**config.mk**
```make
export PLATFORM = sky130hd
export DESIGN_NAME = txq_front
export DESIGN_NICKNAME = d
export VERILOG_FILES = /design/src/rtl/txq_pkg.sv /design/src/rtl/txq_fifo.sv /design/src/rtl/txq_mover_stub.sv /design/src/rtl/txq_irq_ctl.sv /design/src/rtl/txq_front.sv
export SDC_FILE = /design/constraint.sdc
export NUM_CORES = 1
export LEC_CHECK = 0
export ABC_AREA = 1
export BUFFER_PORTS_ARGS = -buffer_cell sky130_fd_sc_hd__buf_2
export CAP_MARGIN = 20
export CORE_ASPECT_RATIO = 0.8
export CORE_UTILIZATION = 64
export CTS_CLUSTER_DIAMETER = 50
export CTS_CLUSTER_SIZE = 16
export DETAILED_ROUTE_END_ITERATION = 10
export PLACE_DENSITY_LB_ADDON = 0.3
export SLEW_MARGIN = 20
export SYNTH_ARGS = -nofsm -noshare
export SYNTH_HDL_FRONTEND = slang
export SYNTH_SLANG_ARGS = --single-unit
```
**constraint.sdc**
```tcl
create_clock -name clk -period 16.61 [get_ports clk]
set_clock_uncertainty 0.15 [all_clocks]
set_input_delay 3.322 -clock clk [delete_from_list [all_inputs] [get_ports clk]]
set_output_delay 3.322 -clock clk [all_outputs]
set_load 0.02 [all_outputs]
```
**src/rtl/txq_pkg.sv**
```systemverilog
// Package: shared widths, register offsets and the queued request record.
package txq_pkg;
    localparam int DATA_W = 32;
    localparam int REG_AW = 6;
    localparam int TAG_W  = 5;
    localparam int LEN_W  = 8;
    localparam int STEP_W = 16;
    localparam int FLAG_W = 4;
    localparam int TOT_W  = 2 * LEN_W + 1;
    localparam int NTAGS  = 1 << TAG_W;

    localparam logic [REG_AW-1:0] OFF_IRQ_MASK = 6'h00;
    localparam logic [REG_AW-1:0] OFF_IRQ_PEND = 6'h01;
    localparam logic [REG_AW-1:0] OFF_GO       = 6'h02;
    localparam logic [REG_AW-1:0] OFF_NEXT_TAG = 6'h03;
    localparam logic [REG_AW-1:0] OFF_DONE     = 6'h04;
    localparam logic [REG_AW-1:0] OFF_XCNT     = 6'h08;
    localparam logic [REG_AW-1:0] OFF_YCNT     = 6'h09;
    localparam logic [REG_AW-1:0] OFF_DST      = 6'h0A;
    localparam logic [REG_AW-1:0] OFF_SRC      = 6'h0B;
    localparam logic [REG_AW-1:0] OFF_DSTEP    = 6'h0C;
    localparam logic [REG_AW-1:0] OFF_SSTEP    = 6'h0D;
    localparam logic [REG_AW-1:0] OFF_FLAGS    = 6'h0E;

    localparam int EV_SOT = 0;
    localparam int EV_EOT = 1;
    localparam int EV_N   = 2;

    typedef struct packed {
        logic [TAG_W-1:0]  tag;
        logic [DATA_W-1:0] dst;
        logic [DATA_W-1:0] src;
        logic [STEP_W-1:0] dstep;
        logic [STEP_W-1:0] sstep;
        logic [LEN_W-1:0]  xcnt;
        logic [LEN_W-1:0]  ycnt;
        logic [FLAG_W-1:0] flags;
    } txq_req_t;
endpackage

```
**src/rtl/txq_fifo.sv**
```systemverilog
// Request queue: first-in first-out store of DEPTH request records.
// Assumes the caller never pushes when full nor pops when empty.
module txq_fifo
    import txq_pkg::*;
#(
    parameter int DEPTH = 2
) (
    input  logic     clk,
    input  logic     rst_n,
    input  logic     push,
    input  txq_req_t push_req,
    input  logic     pop,
    output txq_req_t head,
    output logic     empty,
    output logic     full
);
    localparam int PTR_W = (DEPTH > 1) ? $clog2(DEPTH) : 1;
    localparam int CNT_W = $clog2(DEPTH + 1);
    localparam logic [PTR_W-1:0] LAST = PTR_W'(DEPTH - 1);

    txq_req_t         mem [DEPTH];
    logic [PTR_W-1:0] wr_ptr, rd_ptr;
    logic [CNT_W-1:0] count;

    assign empty = (count == '0);
    assign full  = (count == CNT_W'(DEPTH));
    assign head  = mem[rd_ptr];

    // Storage write: record lands at the write pointer on push.
    always_ff @(posedge clk) begin
        if (push) mem[wr_ptr] <= push_req;
    end

    // Pointer and occupancy bookkeeping.
    always_ff @(posedge clk) begin
        if (!rst_n) begin
            wr_ptr <= '0;
            rd_ptr <= '0;
            count  <= '0;
        end else begin
            if (push) wr_ptr <= (wr_ptr == LAST) ? '0 : wr_ptr + PTR_W'(1);
            if (pop)  rd_ptr <= (rd_ptr == LAST) ? '0 : rd_ptr + PTR_W'(1);
            if (push && !pop)      count <= count + CNT_W'(1);
            else if (pop && !push) count <= count - CNT_W'(1);
        end
    end

    AST_NO_OVERFLOW:  assert property (@(posedge clk) disable iff (!rst_n) push |-> (count < CNT_W'(DEPTH)));
    AST_NO_UNDERFLOW: assert property (@(posedge clk) disable iff (!rst_n) pop |-> (count != '0));
endmodule

```
**src/rtl/txq_mover_stub.sv**
```systemverilog
// Data-mover stand-in: takes the queue head when idle, holds it for
// LATENCY cycles, then reports it finished. Assumes LATENCY >= 1.
module txq_mover_stub
    import txq_pkg::*;
#(
    parameter int LATENCY = 8
) (
    input  logic             clk,
    input  logic             rst_n,
    input  logic             q_empty,
    input  txq_req_t         q_head,
    output logic             pop,
    output logic             start_pulse,
    output logic             busy,
    output logic             sot_evt,
    output logic             eot_evt,
    output txq_req_t         cur,
    output logic [TOT_W-1:0] total
);
    localparam int CNT_W = $clog2(LATENCY + 1);

    logic [CNT_W-1:0]     cnt;
    logic [LEN_W:0]       xn, yn;
    logic [2*LEN_W+1:0]   prod;

    assign pop     = !busy && !q_empty;
    assign sot_evt = pop;
    assign eot_evt = busy && (cnt == '0);

    // Element total from the minus-one counts.
    always_comb begin
        xn    = {1'b0, cur.xcnt} + (LEN_W+1)'(1);
        yn    = {1'b0, cur.ycnt} + (LEN_W+1)'(1);
        prod  = {{(LEN_W+1){1'b0}}, xn} * {{(LEN_W+1){1'b0}}, yn};
        total = prod[TOT_W-1:0];
    end

    // Busy window: load on pop, count down, release at zero.
    always_ff @(posedge clk) begin
        if (!rst_n) begin
            busy        <= 1'b0;
            cnt         <= '0;
            start_pulse <= 1'b0;
            cur         <= '0;
        end else begin
            start_pulse <= pop;
            if (pop) begin
                busy <= 1'b1;
                cnt  <= CNT_W'(LATENCY - 1);
                cur  <= q_head;
            end else if (busy) begin
                if (cnt == '0) busy <= 1'b0;
                else           cnt  <= cnt - CNT_W'(1);
            end
        end
    end

    AST_CNT_BOUND:  assert property (@(posedge clk) disable iff (!rst_n) busy |-> (cnt <= CNT_W'(LATENCY - 1)));
    AST_START_BUSY: assert property (@(posedge clk) disable iff (!rst_n) start_pulse |-> busy);
endmodule

```
**src/rtl/txq_irq_ctl.sv**
```systemverilog
// Interrupt control: latches start/end events into write-one-to-clear
// pending bits and drives the line from unmasked pending bits.
module txq_irq_ctl
    import txq_pkg::*;
(
    input  logic            clk,
    input  logic            rst_n,
    input  logic            sot_evt,
    input  logic            eot_evt,
    input  logic            mask_we,
    input  logic            pend_we,
    input  logic [EV_N-1:0] wdata,
    output logic [EV_N-1:0] mask,
    output logic [EV_N-1:0] pend,
    output logic            irq
);
    logic [EV_N-1:0] ev_set;
    logic [EV_N-1:0] ev_clr;

    always_comb begin
        ev_set         = '0;
        ev_set[EV_SOT] = sot_evt;
        ev_set[EV_EOT] = eot_evt;
        ev_clr         = pend_we ? wdata : '0;
    end

    // Mask register: plain read/write.
    always_ff @(posedge clk) begin
        if (!rst_n)       mask <= '0;
        else if (mask_we) mask <= wdata;
    end

    // Pending register: new events win over a same-cycle clear.
    always_ff @(posedge clk) begin
        if (!rst_n) pend <= '0;
        else        pend <= (pend & ~ev_clr) | ev_set;
    end

    assign irq = |(pend & ~mask);

    AST_SOT_LATCHED: assert property (@(posedge clk) disable iff (!rst_n) sot_evt |=> pend[EV_SOT]);
    AST_EOT_LATCHED: assert property (@(posedge clk) disable iff (!rst_n) eot_evt |=> pend[EV_EOT]);
endmodule

```
**src/rtl/txq_front.sv**
```systemverilog
// Channel front end: staging registers, tag issue, request queue,
// mover stub, completion bitmask and interrupt control.
// Assumes one register access per cycle per port; reads have no side effects.
module txq_front
    import txq_pkg::*;
#(
    parameter int QDEPTH  = 2,
    parameter int LATENCY = 8
) (
    input  logic              clk,
    input  logic              rst_n,
    input  logic              wr_en,
    input  logic [REG_AW-1:0] wr_addr,
    input  logic [DATA_W-1:0] wr_data,
    input  logic [REG_AW-1:0] rd_addr,
    output logic [DATA_W-1:0] rd_data,
    output logic              irq,
    output logic              mv_start,
    output logic              mv_busy,
    output logic [TAG_W-1:0]  mv_tag,
    output logic [DATA_W-1:0] mv_dst,
    output logic [DATA_W-1:0] mv_src,
    output logic [STEP_W-1:0] mv_dst_step,
    output logic [STEP_W-1:0] mv_src_step,
    output logic [LEN_W-1:0]  mv_xcnt,
    output logic [LEN_W-1:0]  mv_ycnt,
    output logic [FLAG_W-1:0] mv_flags,
    output logic [TOT_W-1:0]  mv_total
);
    // Staging registers
    logic [DATA_W-1:0] st_dst, st_src;
    logic [STEP_W-1:0] st_dstep, st_sstep;
    logic [LEN_W-1:0]  st_xcnt, st_ycnt;
    logic [FLAG_W-1:0] st_flags;

    logic [TAG_W-1:0]  next_tag;
    logic [NTAGS-1:0]  done_map;

    logic     go_req, push, pop, q_empty, q_full;
    logic     sot_evt, eot_evt;
    txq_req_t push_req, q_head, cur;
    logic [EV_N-1:0] irq_mask, irq_pend;

    assign go_req = wr_en && (wr_addr == OFF_GO) && wr_data[0];
    assign push   = go_req && !q_full;

    always_comb begin
        push_req.tag   = next_tag;
        push_req.dst   = st_dst;
        push_req.src   = st_src;
        push_req.dstep = st_dstep;
        push_req.sstep = st_sstep;
        push_req.xcnt  = st_xcnt;
        push_req.ycnt  = st_ycnt;
        push_req.flags = st_flags;
    end

    // Staging register writes.
    always_ff @(posedge clk) begin
        if (!rst_n) begin
            st_dst <= '0; st_src <= '0; st_dstep <= '0; st_sstep <= '0;
            st_xcnt <= '0; st_ycnt <= '0; st_flags <= '0;
        end else if (wr_en) begin
            case (wr_addr)
                OFF_DST:   st_dst   <= wr_data;
                OFF_SRC:   st_src   <= wr_data;
                OFF_DSTEP: st_dstep <= wr_data[STEP_W-1:0];
                OFF_SSTEP: st_sstep <= wr_data[STEP_W-1:0];
                OFF_XCNT:  st_xcnt  <= wr_data[LEN_W-1:0];
                OFF_YCNT:  st_ycnt  <= wr_data[LEN_W-1:0];
                OFF_FLAGS: st_flags <= wr_data[FLAG_W-1:0];
                default: ;
            endcase
        end
    end

    // Tag issue: advance on every accepted submission, wrapping naturally.
    always_ff @(posedge clk) begin
        if (!rst_n)    next_tag <= '0;
        else if (push) next_tag <= next_tag + TAG_W'(1);
    end

    txq_fifo #(.DEPTH(QDEPTH)) u_fifo (
        .clk(clk), .rst_n(rst_n), .push(push), .push_req(push_req),
        .pop(pop), .head(q_head), .empty(q_empty), .full(q_full)
    );

    txq_mover_stub #(.LATENCY(LATENCY)) u_mover (
        .clk(clk), .rst_n(rst_n), .q_empty(q_empty), .q_head(q_head),
        .pop(pop), .start_pulse(mv_start), .busy(mv_busy),
        .sot_evt(sot_evt), .eot_evt(eot_evt), .cur(cur), .total(mv_total)
    );

    txq_irq_ctl u_irq (
        .clk(clk), .rst_n(rst_n), .sot_evt(sot_evt), .eot_evt(eot_evt),
        .mask_we(wr_en && (wr_addr == OFF_IRQ_MASK)),
        .pend_we(wr_en && (wr_addr == OFF_IRQ_PEND)),
        .wdata(wr_data[EV_N-1:0]), .mask(irq_mask), .pend(irq_pend), .irq(irq)
    );

    // Completion bitmask: finished tag sets its bit, write-one clears.
    always_ff @(posedge clk) begin
        if (!rst_n) begin
            done_map <= '0;
        end else begin
            for (int i = 0; i < NTAGS; i++) begin
                if (eot_evt && (cur.tag == TAG_W'(i)))
                    done_map[i] <= 1'b1;
                else if (wr_en && (wr_addr == OFF_DONE) && wr_data[i])
                    done_map[i] <= 1'b0;
            end
        end
    end

    assign mv_tag      = cur.tag;
    assign mv_dst      = cur.dst;
    assign mv_src      = cur.src;
    assign mv_dst_step = cur.dstep;
    assign mv_src_step = cur.sstep;
    assign mv_xcnt     = cur.xcnt;
    assign mv_ycnt     = cur.ycnt;
    assign mv_flags    = cur.flags;

    // Read mux: unmapped offsets return zero.
    always_comb begin
        case (rd_addr)
            OFF_IRQ_MASK: rd_data = DATA_W'(irq_mask);
            OFF_IRQ_PEND: rd_data = DATA_W'(irq_pend);
            OFF_GO:       rd_data = DATA_W'(q_full);
            OFF_NEXT_TAG: rd_data = DATA_W'(next_tag);
            OFF_DONE:     rd_data = DATA_W'(done_map);
            OFF_XCNT:     rd_data = DATA_W'(st_xcnt);
            OFF_YCNT:     rd_data = DATA_W'(st_ycnt);
            OFF_DST:      rd_data = st_dst;
            OFF_SRC:      rd_data = st_src;
            OFF_DSTEP:    rd_data = DATA_W'(st_dstep);
            OFF_SSTEP:    rd_data = DATA_W'(st_sstep);
            OFF_FLAGS:    rd_data = DATA_W'(st_flags);
            default:      rd_data = '0;
        endcase
    end

    AST_TAG_STEP:   assert property (@(posedge clk) disable iff (!rst_n) push |=> (next_tag == $past(next_tag) + TAG_W'(1)));
    AST_FULL_DROPS: assert property (@(posedge clk) disable iff (!rst_n) (go_req && q_full) |=> (next_tag == $past(next_tag)));
endmodule

```
==> reports/qor.yml, run 1 <==
worst_setup_path:
  crit_type: "reg -> out"
  cp_max_fo: 11
  cp.arrival_ns: 5.92
  crit_path_start_kind: "flop"
  cp.required_ns: 13.14
  endpoint_kind: "output pin"
drt:
  drc: 0
  drt-total-wl_um: 59600
  vias_per_cell: 5.77
  routedWlPerCell_um: 20.0
  drt_iter0_markers: 1893
  dr.pass1.iters: 6
  vias: 17200
  detail-route-antenna-nets: 0
synth:
  synth_seq_area_share_pct: 56.8
  syn_nets: 2434
  synth_flop_cell: "dfxtp_1"
  synth_seq_cells: 530
  synth_area_mm2: 0.0229
  synthArstFlopShare_pct: 0
  syn_area_per_cell_um2: 9.99
  synth_largest_area_cell: "edfxtp_1"
  yosysWarnings: 0
  synthTopCellsByCount: "418 x nand2_1, 332 x nor2_1, 288 x dfxtp_1, 242 x edfxtp_1, 189 x o21ai_0"
  ys_top_cells_by_area: "edfxtp_1 32%, dfxtp_1 25%, nand2_1 6.8%"
  synth_cell_types: 40
  syn_inst: 2296
  synth_edf_count: 242
  synth_top_area_share_pct: 31.7
  yosysMostFrequentCell: "nand2_1"
place:
  numPortBuffers: 219
  detailed_place_hpwl_um: 41500
  gp_congestion: 0.961
floorplanning:
  fp.dieH_um: 171
  ios: 220
  start_util_pct: 65.5
  fp.dieArea_mm2: 0.0366
  fp.dieW_um: 214
  rows: 61
  core_mm2: 0.0350
finish:
  final_layout_size_suffix_gt1_share_pct: 15.2
  final_nets: 2615
  syn_to_final_growth_pct: 11.0
  post-route-util_pct: 72.7
min_path:
  hp-class: "reg -> reg"
global_routing:
  grt_overflow: 0
  grt_pass1_wl_um: 90000
  groute.usage.overall_pct: 32.5
  grt_max_degree: 125
  antenna_found_initial: 3
  first_global_vias: 16100
clocking:
  cts_resized: 0
  tritoncts: "yes"
  htreeDepth: 2
  numCtsBuffers: 41
  clkSinkCount: 530
  clkLatencyLatePin_ns: 0.55
  path_clk_slew_ns: 0.07
  clk_path_buf_depth: 3
  holdBufCountCts: 0
  cts_setup_buffers: 0
  clockRootBuffer: "clkbuf_16"
sta:
  hold_viol_final: 0
  post-route-min-period_ns: 9.39
  relSlewSlack_pct: 21.2
  slew_viol_final: 0
  period_share_pct: 56.5
  finalSetupViolCount: 0
  tightestPinTransition_ns: 1.18
  fin_tns_setup_ns: 0
  fmax_mhz: 107
  rsz0062_at_grt: "no"
pwr:
  power.density_mw_per_mm2: 144
  power.leakage_uw: 0.0105
  total_power_uw: 3670
  max-vdd-ir-drop_mv: 0.108
outcome:
  outcome: "finished, final reports clean"
flow_run:
  drv_cap: 0
critical path, cell delays in order (launching register included):
cell	delay (ns)
dfxtp_1	0.59
ha_1	0.28
nand3_1	0.13
nor2_1	0.16
xor2_1	0.64
inv_1	0.18
nand2_1	0.14
fa_1	0.43
inv_1	0.09
fa_1	0.45
fa_1	0.55
inv_1	0.05
fa_1	0.47
inv_1	0.04
ha_1	0.35
nand2_1	0.12
o21bai_1	0.24
nand2_1	0.11
nand3_1	0.08
nand2_1	0.06
nand2_1	0.07
buf_2	0.17
routing by layer:
| metal | global-route usage, % | part of all wire, % | up-vias |
|---|---|---|---|
| met4 | 9.50 | 2.5 | 0 |
| met2 | 49.9 | 45 | 828 |
| li1 | - | - | 7990 |
| met5 | 0 | 0 | - |
| met1 | 46.4 | 43 | 8255 |
| met3 | 7.25 | 9.5 | 108 |
report_power, final:
group	internal [uW]	total [uW]	switching, uW
sequential	1490	1600	110
clock	505	945	441
combinational	365	1130	765
total	2360	3670	1320
worst paths after layout:
| path | start | to | slack [ns] | cells after the start |
|---|---|---|---|---|
| worst max-delay path | u_mover.cur[12]$_SDFFE_PN0P_ | mv_total[14] | 7.22 | 21 |
| worst min-delay path | u_mover.cur[99]$_SDFFE_PN0P_ | u_mover.cur[99]$_SDFFE_PN0P_ | 0.30 | 2 |
| worst max register to register | u_fifo.count[0]$_SDFFE_PN0P_ | u_fifo.mem[1][64]$_DFFE_PP_ | 13.80 | 5 |
| worst min register to register | u_mover.cur[99]$_SDFFE_PN0P_ | u_mover.cur[99]$_SDFFE_PN0P_ | 0.30 | 2 |
stage by stage:
stage | hold slack, ns | instance area [um^2] | cells | setup WS (ns)
detailed placement | 0.289 | 24200 | 2905 | 7.71
finish | 0.304 | 25500 | 2980 | 7.22
floorplan | 0.276 | 22900 | 2296 | 6.97
global placement | 0.286 | 24200 | 2905 | 7.75
CTS | 0.307 | 25400 | 2977 | 7.28
global route | 0.317 | 25500 | 2979 | 6.88
cells in the final DEF (no fill, tap or decap), types with 9 or more instances in the layout:
cell / instances
ha_1: 42
xor2_1: 13
nand4_1: 17
o21ai_0: 189
mux2i_1: 121
nor2_1: 330
inv_1: 179
clkbuf_16: 41
o21ai_2: 54
fa_1: 49
buf_2: 219
clkbuf_1: 22
buf_4: 14
edfxtp_1: 242
nand3_1: 87
nand2_1: 418
o22ai_1: 9
a22oi_1: 14
nor2_2: 10
dfxtp_1: 287
a21oi_1: 83
final cells by class:
type / instances / area, um^2
multi-input combinational: 1480 / 8640
antenna: 2 / 5.00
tap: 472 / 591
fill: 2428 / 9570
sequential: 530 / 13000
timing repair buffer: 235 / 1240
inverter: 189 / 713
clock inverter: 7 / 105
clock buffer: 65 / 1140
registers in the layout (all words and copies together) (netlist names):
signal,count
st_flags,4
st_ycnt,8
u_irq.pend,2
u_fifo.count,2
st_dstep,16
st_xcnt,8
next_tag,5
u_mover.cnt,4
u_fifo.wr_ptr,1
u_fifo.mem,242
st_sstep,16
st_dst,32
u_mover.start_pulse,1
u_mover.cur,121
u_irq.mask,2
st_src,32
done_map,32
u_fifo.rd_ptr,1
u_mover.busy,1
logic make-up (layout without fill, tap and decap cells):
group,count (synthesis),after routing,synth area share (%)
AND/OR/NAND/NOR,888,888,15.7
flip-flops,530,530,56.8
AO/OA/AOI/OAI,362,362,9.31
buffers and inverters,286,496,5.61
multiplexers,121,121,5.28
adder cells (fa/ha/maj),91,91,6.57
XOR/XNOR,18,18,0.687
other,0,2,0
(Power assumes the default switching activity.)
==> run 2, diff against run 1 <==
--- a/config.mk
+++ b/config.mk
@@ -5,11 +5,11 @@
 export SDC_FILE = /design/constraint.sdc
 export NUM_CORES = 1
 export LEC_CHECK = 0
-export ABC_AREA = 1
+export ABC_AREA = 0
 export BUFFER_PORTS_ARGS = -buffer_cell sky130_fd_sc_hd__buf_2
 export CAP_MARGIN = 20
 export CORE_ASPECT_RATIO = 0.8
-export CORE_UTILIZATION = 64
+export CORE_UTILIZATION = 54
 export CTS_CLUSTER_DIAMETER = 50
 export CTS_CLUSTER_SIZE = 16
 export DETAILED_ROUTE_END_ITERATION = 10
==> constraint.sdc (replaced) <==
create_clock -name clk -period 7.7 [get_ports clk]
set_clock_uncertainty 0.15 [all_clocks]
set_input_delay 1.54 -clock clk [delete_from_list [all_inputs] [get_ports clk]]
set_output_delay 1.54 -clock clk [all_outputs]
set_load 0.02 [all_outputs]
==> run 2 against run 1 <==
Against the previous run: sequential share of layout area shrank 1.7 points; final cell count fell by 7.9%; via count is 8.0% lower; hold slack gained 0.025 ns; clock power up 150%; flip-flop and latch count unchanged; die area grew 19%; total power is 140% higher; sequential power grew 120%; register-to-register slack got worse by 8.9 ns; critical path type unchanged.
==> reports/qor.yml, run 2 <==
outcome:
  outcome: "finished, final reports clean"  # unchanged
global_routing:
  antenna_found_initial: 10  # was 3
  met1_usage_pct: 40.7  # was 46.4%
  groute.usage.overall_pct: 26.5  # was 32.5%
  grt_max_degree: 243  # was 125
  first_global_vias: 15100  # was 16100
  use_met2_pct: 37.0  # was 49.9%
  grtUsageMet3_pct: 4.86  # was 7.25%
  top_usage_layer: "met1"  # was met2
  grt_pass1_wl_um: 88300  # was 90000 um
  grt_overflow: 0  # unchanged
sta:
  holdWs_ns: 0.329  # was 0.304 ns
  finalSetupViolCount: 0  # unchanged
  tightestPinTransition_ns: 1.15  # was 1.18 ns
  hold_viol_final: 0  # unchanged
  worst_slack_ns: 0.154  # was 7.22 ns
  slew_viol_final: 0  # unchanged
  relSlewSlack_pct: 23.4  # was 21.2%
  fmax_mhz: 133
  fin_tns_setup_ns: 0  # unchanged
  post-route-min-period_ns: 7.55
  period_share_pct: 98.0
synth:
  synth_fa_ha_area_share_pct: 6.54  # was 6.57%
  synthXorXnorAreaFrac_pct: 1.29  # was 0.687%
  syn_nets: 2107  # was 2434
  synth_flop_cell: "dfxtp_1"  # unchanged
  syn_inst: 1969  # was 2296
  synthTopCellsByCount: "315 x nand2_1, 288 x dfxtp_1, 242 x edfxtp_1, 177 x mux2i_1, 119 x o211a_1"  # was 418 x nand2_1, 332 x nor2_1, 288 x dfxtp_1, 242 x edfxtp_1, 189 x o21ai_0
  synth_edf_count: 242  # unchanged
  synth_seq_area_share_pct: 56.6  # was 56.8%
  yosysWarnings: 0  # unchanged
  synth_compound_gate_area_share_pct: 12.0  # was 9.31%
  ys_top_cells_by_area: "edfxtp_1 32%, dfxtp_1 25%, mux2i_1 7.7%"  # was edfxtp_1 32%, dfxtp_1 25%, nand2_1 6.8%
  synthArstFlopShare_pct: 0  # unchanged
  synth_cell_types: 60  # was 40
  synth_top_family_by_area: "simple AND/OR/NAND/NOR gates"  # unchanged
  synth.mux.area_fraction_pct: 7.69  # was 5.28%
  synth_top_area_share_pct: 31.5  # was 31.7%
  synth_simple_gate_area_share_pct: 12.1  # was 15.7%
  syn_area_per_cell_um2: 11.7  # was 9.99 um^2
  synth_largest_area_cell: "edfxtp_1"  # unchanged
  synth_seq_cells: 530  # unchanged
  synth_area_mm2: 0.0230  # was 0.0229 mm^2
  yosysMostFrequentCell: "nand2_1"  # unchanged
pwr:
  total_power_uw: 9000  # was 3670 uW
  max-vdd-ir-drop_mv: 0.479  # was 0.108 mV
  power.leakage_uw: 0.0111  # was 0.0105 uW
  power.density_mw_per_mm2: 341  # was 144 mW/mm^2
min_path:
  hp-class: "reg -> reg"  # unchanged
  hold_start: "st_dstep[12]$_SDFFE_PN0P_"  # was u_mover.cur[99]$_SDFFE_PN0P_
  min_path_cells: 0  # was 2
  hold_end: "u_fifo.mem[1][48]$_DFFE_PP_"  # was u_mover.cur[99]$_SDFFE_PN0P_
worst_setup_path:
  critPathSlowestCell: "or4b_2"  # was xor2_1
  r2r-end: "u_fifo.mem[1][113]$_DFFE_PP_"  # was u_fifo.mem[1][64]$_DFFE_PP_
  ff2ff_path_depth: 5  # unchanged
  crit_top_cell: "fa_1"  # was nand2_1
  r2r-start: "u_fifo.count[0]$_SDFFE_PN0P_"  # unchanged
  crit_chain: "ha_2, nand3_2, or3_1, or2_2, fa_1, inv_1, fa_1, fa_1, inv_1, fa_1, inv_1, ha_1, o21a_1, o21a_1, o221ai_2, or4b_2, o311ai_0, buf_2"  # was ha_1, nand3_1, nor2_1, xor2_1, inv_1, nand2_1, fa_1, inv_1, fa_1, fa_1, inv_1, fa_1, inv_1, ha_1, nand2_1, o21bai_1, nand2_1, nand3_1, nand2_1, nand2_1, buf_2
  cp.arrival_ns: 5.86  # was 5.92 ns
  cp_max_fo: 5  # was 11
  cp.required_ns: 6.01  # was 13.14 ns
  endpoint_kind: "output pin"  # unchanged
  crit_type: "reg -> out"  # unchanged
  rrSetupSlack_ns: 4.92  # was 13.80 ns
  crit_path_start_kind: "flop"  # unchanged
  cpPeakStageDelay_ns: 0.62  # was 0.64 ns
drt:
  vias: 15800  # was 17200
  drt-total-wl_um: 58200  # was 59600 um
  dr.pass1.iters: 8  # was 6
  detail-route-antenna-nets: 0  # unchanged
  drc: 0  # unchanged
  drt_iter0_markers: 1622  # was 1893
  vias_per_cell: 5.76  # was 5.77
  routedWlPerCell_um: 21.2  # was 20.0 um
place:
  detailed_place_hpwl_um: 39000  # was 41500 um
  dp_slack_ns: 0.377  # was 7.71 ns
  numPortBuffers: 219  # unchanged
  dp.cells: 2650  # was 2905
  gp_congestion: 0.876  # was 0.961
finish:
  largest_reg_flops: 242  # unchanged
  most-common-layout-cells: "315 x nand2_1, 279 x dfxtp_1, 242 x edfxtp_1"  # was 418 x nand2_1, 330 x nor2_1, 287 x dfxtp_1
  stdcell_count: 2745  # was 2980
  syn_to_final_growth_pct: 14.4  # was 11.0%
  regArea_mm2: 0.0131  # was 0.0130 mm^2
  final_common_cell: "nand2_1"  # unchanged
  multi_input_area_mm2: 0.00933  # was 0.00864 mm^2
  reg_top3: "u_fifo.mem (242), u_mover.cur (121)"  # unchanged
  fillerInstances: 3334  # was 2428
  final_nets: 2285  # was 2615
  top_register: "u_fifo.mem"  # unchanged
  final_layout_size_suffix_gt1_share_pct: 17.4  # was 15.2%
clocking:
  clkLatencyLatePin_ns: 0.58  # was 0.55 ns
  tritoncts: "yes"  # unchanged
  numCtsBuffers: 45  # was 41
  path_clk_slew_ns: 0.07  # about the same
  htreeDepth: 2  # unchanged
  clockRootBuffer: "clkbuf_16"  # unchanged
  clkSinkCount: 530  # unchanged
  holdBufCountCts: 0  # unchanged
  clk_path_buf_depth: 3  # unchanged
flow_run:
  drv_cap: 0  # unchanged
floorplanning:
  fp.dieW_um: 233  # was 214 um
  rows: 67  # was 61
  fp.dieArea_mm2: 0.0435  # was 0.0366 mm^2
  start_util_pct: 54.9  # was 65.5%
  ios: 220  # unchanged
  fp.dieH_um: 187  # was 171 um
  core_mm2: 0.0420  # was 0.0350 mm^2
run 2: what timing repair did:
action,CTS,global route
gates resized for setup,12,24
endpoints found under the setup margin,1,1
setup buffers,0,2
pin swaps,0,8
run 2: layout make-up:
| cell class | instances | area share, % |
|---|---|---|
| Sequential cell | 530 | 49.5 |
| Antenna cell | 9 | 0.0854 |
| Tap cell | 552 | 2.62 |
| Timing Repair Buffer | 248 | 5.20 |
| Multi-Input combinational cell | 1217 | 35.4 |
| Clock inverter | 16 | 0.579 |
| Clock buffer | 68 | 5.16 |
| Inverter | 105 | 1.49 |
run 2: layer usage:
| layer | share of wire, % | vias up | wire length (um) |
|---|---|---|---|
| li1 | - | 7303 | - |
| met1 | 47 | 7764 | 27100 |
| met2 | 42 | 628 | 24600 |
| met3 | 8.1 | 110 | 4720 |
| met4 | 2.9 | 2 | 1710 |
| met5 | 0.022 | - | 13 |
run 2: worst max-delay path by stage:
stage                                  from      endpoint  slack [ns]  cells after the start
6_report       u_mover.cur[13]$_SDFFE_PN0P_  mv_total[14]        0.15                     18
2_1_floorplan  u_mover.cur[13]$_SDFFE_PN0P_  mv_total[14]        0.53                     18
5_1_grt        u_mover.cur[13]$_SDFFE_PN0P_  mv_total[14]       -0.02                     18
3_5_place_dp   u_mover.cur[12]$_SDFFE_PN0P_  mv_total[14]        0.38                     20
4_1_cts        u_mover.cur[12]$_SDFFE_PN0P_  mv_total[14]       0.007                     20
3_3_place_gp   u_mover.cur[12]$_SDFFE_PN0P_  mv_total[14]        0.56                     20
run 2: stage by stage:
| stage | util [%] | area (um^2) |
|---|---|---|
| 3_5_place_dp | 58.7 | 24700 |
| 6_report | 62.8 | 26400 |
| 4_1_cts | 62.5 | 26200 |
| 2_1_floorplan | - | 23000 |
| 5_1_grt | 62.8 | 26400 |
| 3_3_place_gp | 58.7 | 24600 |
run 2: cell families after synthesis:
family / count (synthesis)
AO/OA/AOI/OAI: 322
adder cells (fa/ha/maj): 91
flip-flops: 530
XOR/XNOR: 34
AND/OR/NAND/NOR: 593
buffers and inverters: 222
multiplexers: 177
run 2: report_power, final:
part	internal [uW]	switching (uW)	total (uW)
combinational	1200	1980	3180
sequential	3230	265	3490
clock	1280	1050	2320
total	5710	3290	9000
run 2: critical path, delay by kind of cell (launching register included):
kind / cells / cell delay (ns)
adders and majority gates: 6 / 2.42
and+or+nand+nor: 4 / 1.38
AOI/OAI and AO/OA: 4 / 0.74
buffers and inverters: 4 / 0.40
DFF: 1 / 0.37
==> run 3, diff against run 2 <==
--- a/config.mk
+++ b/config.mk
@@ -13,7 +13,7 @@
 export CTS_CLUSTER_DIAMETER = 50
 export CTS_CLUSTER_SIZE = 16
 export DETAILED_ROUTE_END_ITERATION = 10
-export PLACE_DENSITY_LB_ADDON = 0.3
+export PLACE_DENSITY = 0.77
 export SLEW_MARGIN = 20
 export SYNTH_ARGS = -nofsm -noshare
 export SYNTH_HDL_FRONTEND = slang
==> run 3 against run 2 <==
Against the previous run: worst setup slack improved by 0.059 ns; global-route usage about the same; core utilization shrank 0.26 points; largest cell class unchanged; wire length decreased by 0.50%; sequential share of layout area increased by 0.21 points; first-iteration DRC count grew 2.8%.
==> reports/qor.yml, run 3 (synthesized netlist as in run 2, its figures left out) <==
outcome:
  outcome: "finished, final reports clean"  # unchanged
global_routing:
  grt_max_degree: 244  # was 243
  grt_pass1_wl_um: 88800  # was 88300 um
  antenna_found_initial: 7  # was 10
  groute.usage.overall_pct: 26.5  # about the same
  grt_overflow: 0  # unchanged
  first_global_vias: 15100  # about the same
floorplanning:
  rows: 67  # unchanged
  start_util_pct: 54.9  # unchanged
  ios: 220  # unchanged
  fp.dieH_um: 187  # unchanged
  core_mm2: 0.0420  # unchanged
  fp.dieW_um: 233  # unchanged
  fp.dieArea_mm2: 0.0435  # unchanged
pwr:
  power.leakage_uw: 0.0111  # about the same
  power_frac_seq_pct: 39.4  # was 38.8%
  clkPwrFrac_pct: 25.0  # was 25.8%
  switching_share_pct: 36.4  # was 36.6%
  p_sw_uw: 3250  # was 3290 uW
  max-vdd-ir-drop_mv: 0.429  # was 0.479 mV
  p_int_uw: 5680  # was 5710 uW
  power.density_mw_per_mm2: 340  # was 341 mW/mm^2
  combPwrFrac_pct: 35.6  # was 35.3%
clocking:
  tritoncts: "yes"  # unchanged
  clockRootBuffer: "clkbuf_16"  # unchanged
  path_clk_slew_ns: 0.07  # about the same
  clkLatencyLatePin_ns: 0.57  # was 0.58 ns
  holdBufCountCts: 0  # unchanged
  numCtsBuffers: 43  # was 45
  clkSinkCount: 530  # unchanged
  htreeDepth: 2  # unchanged
  clk_path_buf_depth: 3  # unchanged
sta:
  fin_tns_setup_ns: 0  # unchanged
  worst_slack_ns: 0.214  # was 0.154 ns
  finalSetupViolCount: 0  # unchanged
  hold_viol_final: 0  # unchanged
  rsz0062_at_grt: "no"
  tightestPinTransition_ns: 1.16  # was 1.15 ns
  holdWs_ns: 0.327  # was 0.329 ns
  post-route-min-period_ns: 7.49  # was 7.55 ns
  slew_viol_final: 0  # unchanged
  period_share_pct: 97.2  # was 98.0%
  fmax_mhz: 134  # was 133 MHz
  relSlewSlack_pct: 23.0  # was 23.4%
place:
  detailed_place_hpwl_um: 39200  # was 39000 um
  dp_slack_ns: 0.315  # was 0.377 ns
  numPortBuffers: 219  # unchanged
  gp_congestion: 0.898  # was 0.876
  place_area_mm2: 0.0246  # was 0.0247 mm^2
worst_setup_path:
  cp_max_fo: 5  # unchanged
  crit_path_start_kind: "flop"  # unchanged
  cp.arrival_ns: 5.80  # was 5.86 ns
  cp.required_ns: 6.01  # about the same
  endpoint_kind: "output pin"  # unchanged
  crit_type: "reg -> out"  # unchanged
finish:
  fillerInstances: 3296  # was 3334
  syn_to_final_growth_pct: 14.0  # was 14.4%
  top_register: "u_fifo.mem"  # unchanged
  final_common_cell: "nand2_1"  # unchanged
  reg_top3: "u_fifo.mem (242), u_mover.cur (121)"  # unchanged
  most-common-layout-cells: "315 x nand2_1, 279 x dfxtp_1, 242 x edfxtp_1"  # unchanged
  fin_area_mm2: 0.0263  # was 0.0264 mm^2
  final_nets: 2283  # was 2285
  largest_reg_flops: 242  # unchanged
  final_layout_size_suffix_gt1_share_pct: 17.1  # was 17.4%
drt:
  drc: 0  # unchanged
  vias_per_cell: 5.80  # was 5.76
  drt_iter0_markers: 1667  # was 1622
  detail-route-antenna-nets: 0  # unchanged
  drt-total-wl_um: 57900  # was 58200 um
  dr.pass1.iters: 8  # unchanged
  vias: 15900  # was 15800
  routedWlPerCell_um: 21.1  # was 21.2 um
min_path:
  hp-class: "reg -> reg"  # unchanged
flow_run:
  drv_cap: 0  # unchanged
-- run 3: path summary, 6_finish.rpt --
| kind | from | to | slack [ns] | depth (start not counted) |
|---|---|---|---|---|
| min | done_map[4]$_SDFFE_PN0P_ | done_map[4]$_SDFFE_PN0P_ | 0.33 | 2 |
| min reg2reg | done_map[4]$_SDFFE_PN0P_ | done_map[4]$_SDFFE_PN0P_ | 0.33 | 2 |
| max reg2reg | u_fifo.count[0]$_SDFFE_PN0P_ | u_fifo.count[1]$_SDFFE_PN0P_ | 4.67 | 7 |
| max | u_mover.cur[13]$_SDFFE_PN0P_ | mv_total[14] | 0.21 | 18 |
-- run 3: stage by stage --
step / utilization (%) / std cells / power (uW)
2_1_floorplan: - / 1969 / 5720
3_3_place_gp: 58.6 / 2649 / 6610
3_5_place_dp: 58.6 / 2649 / 6700
4_1_cts: 62.2 / 2729 / 8930
5_1_grt: 62.5 / 2736 / 9400
6_report: 62.5 / 2738 / 8920
-- run 3: critical path, stage by stage (launching register included) --
cell and delay [ns]:
dfxtp_2 0.38, ha_4 0.16, nand3_2 0.12, or3_4 0.35, or2_2 0.30, fa_1 0.42, inv_1 0.08, fa_1 0.46
fa_1 0.55, inv_1 0.05, fa_1 0.47, inv_1 0.04, ha_1 0.32, o21a_1 0.23, o21a_1 0.22, o221ai_2 0.18
or4b_2 0.59, o311ai_0 0.11, buf_2 0.22
-- run 3: final cells by class --
| class | instances | area, um^2 | area share (%) |
|---|---|---|---|
| diodes | 7 | 17.5 | 0.0667 |
| clock buffers | 67 | 1290 | 4.92 |
| clock inverters | 12 | 130 | 0.495 |
| inverters | 105 | 394 | 1.50 |
| multi-input cells | 1217 | 9340 | 35.6 |
| flip-flops and latches | 530 | 13100 | 49.7 |
| well taps | 552 | 691 | 2.63 |
| repair buffers | 248 | 1340 | 5.12 |
-- run 3: power by group through the flow --
stage | combinational [uW] | clock [uW] | sequential [uW]
after global placement | 3080 | 0 | 3530
after floorplan | 1950 | 0 | 3770
after global routing | 3470 | 2380 | 3550
after CTS | 3170 | 2260 | 3490
after detailed placement | 3150 | 0 | 3550
final | 3180 | 2230 | 3520
-- run 3: routing by layer --
| metal | up-vias | track usage [%] | part of all wire [%] |
|---|---|---|---|
| met1 | 7829 | 39.7 | 46 |
| met2 | 641 | 38.2 | 43 |
| met4 | 4 | 7.39 | 2.6 |
| met3 | 106 | 6.40 | 9.1 |
| li1 | 7313 | - | - |
| met5 | - | 0 | 0.047 |
-- run 3: what timing repair did --
item,in CTS,in global routing
resized for setup,10,31
endpoints found under the setup margin,1,1
pin swaps,1,5
setup buffers,1,2
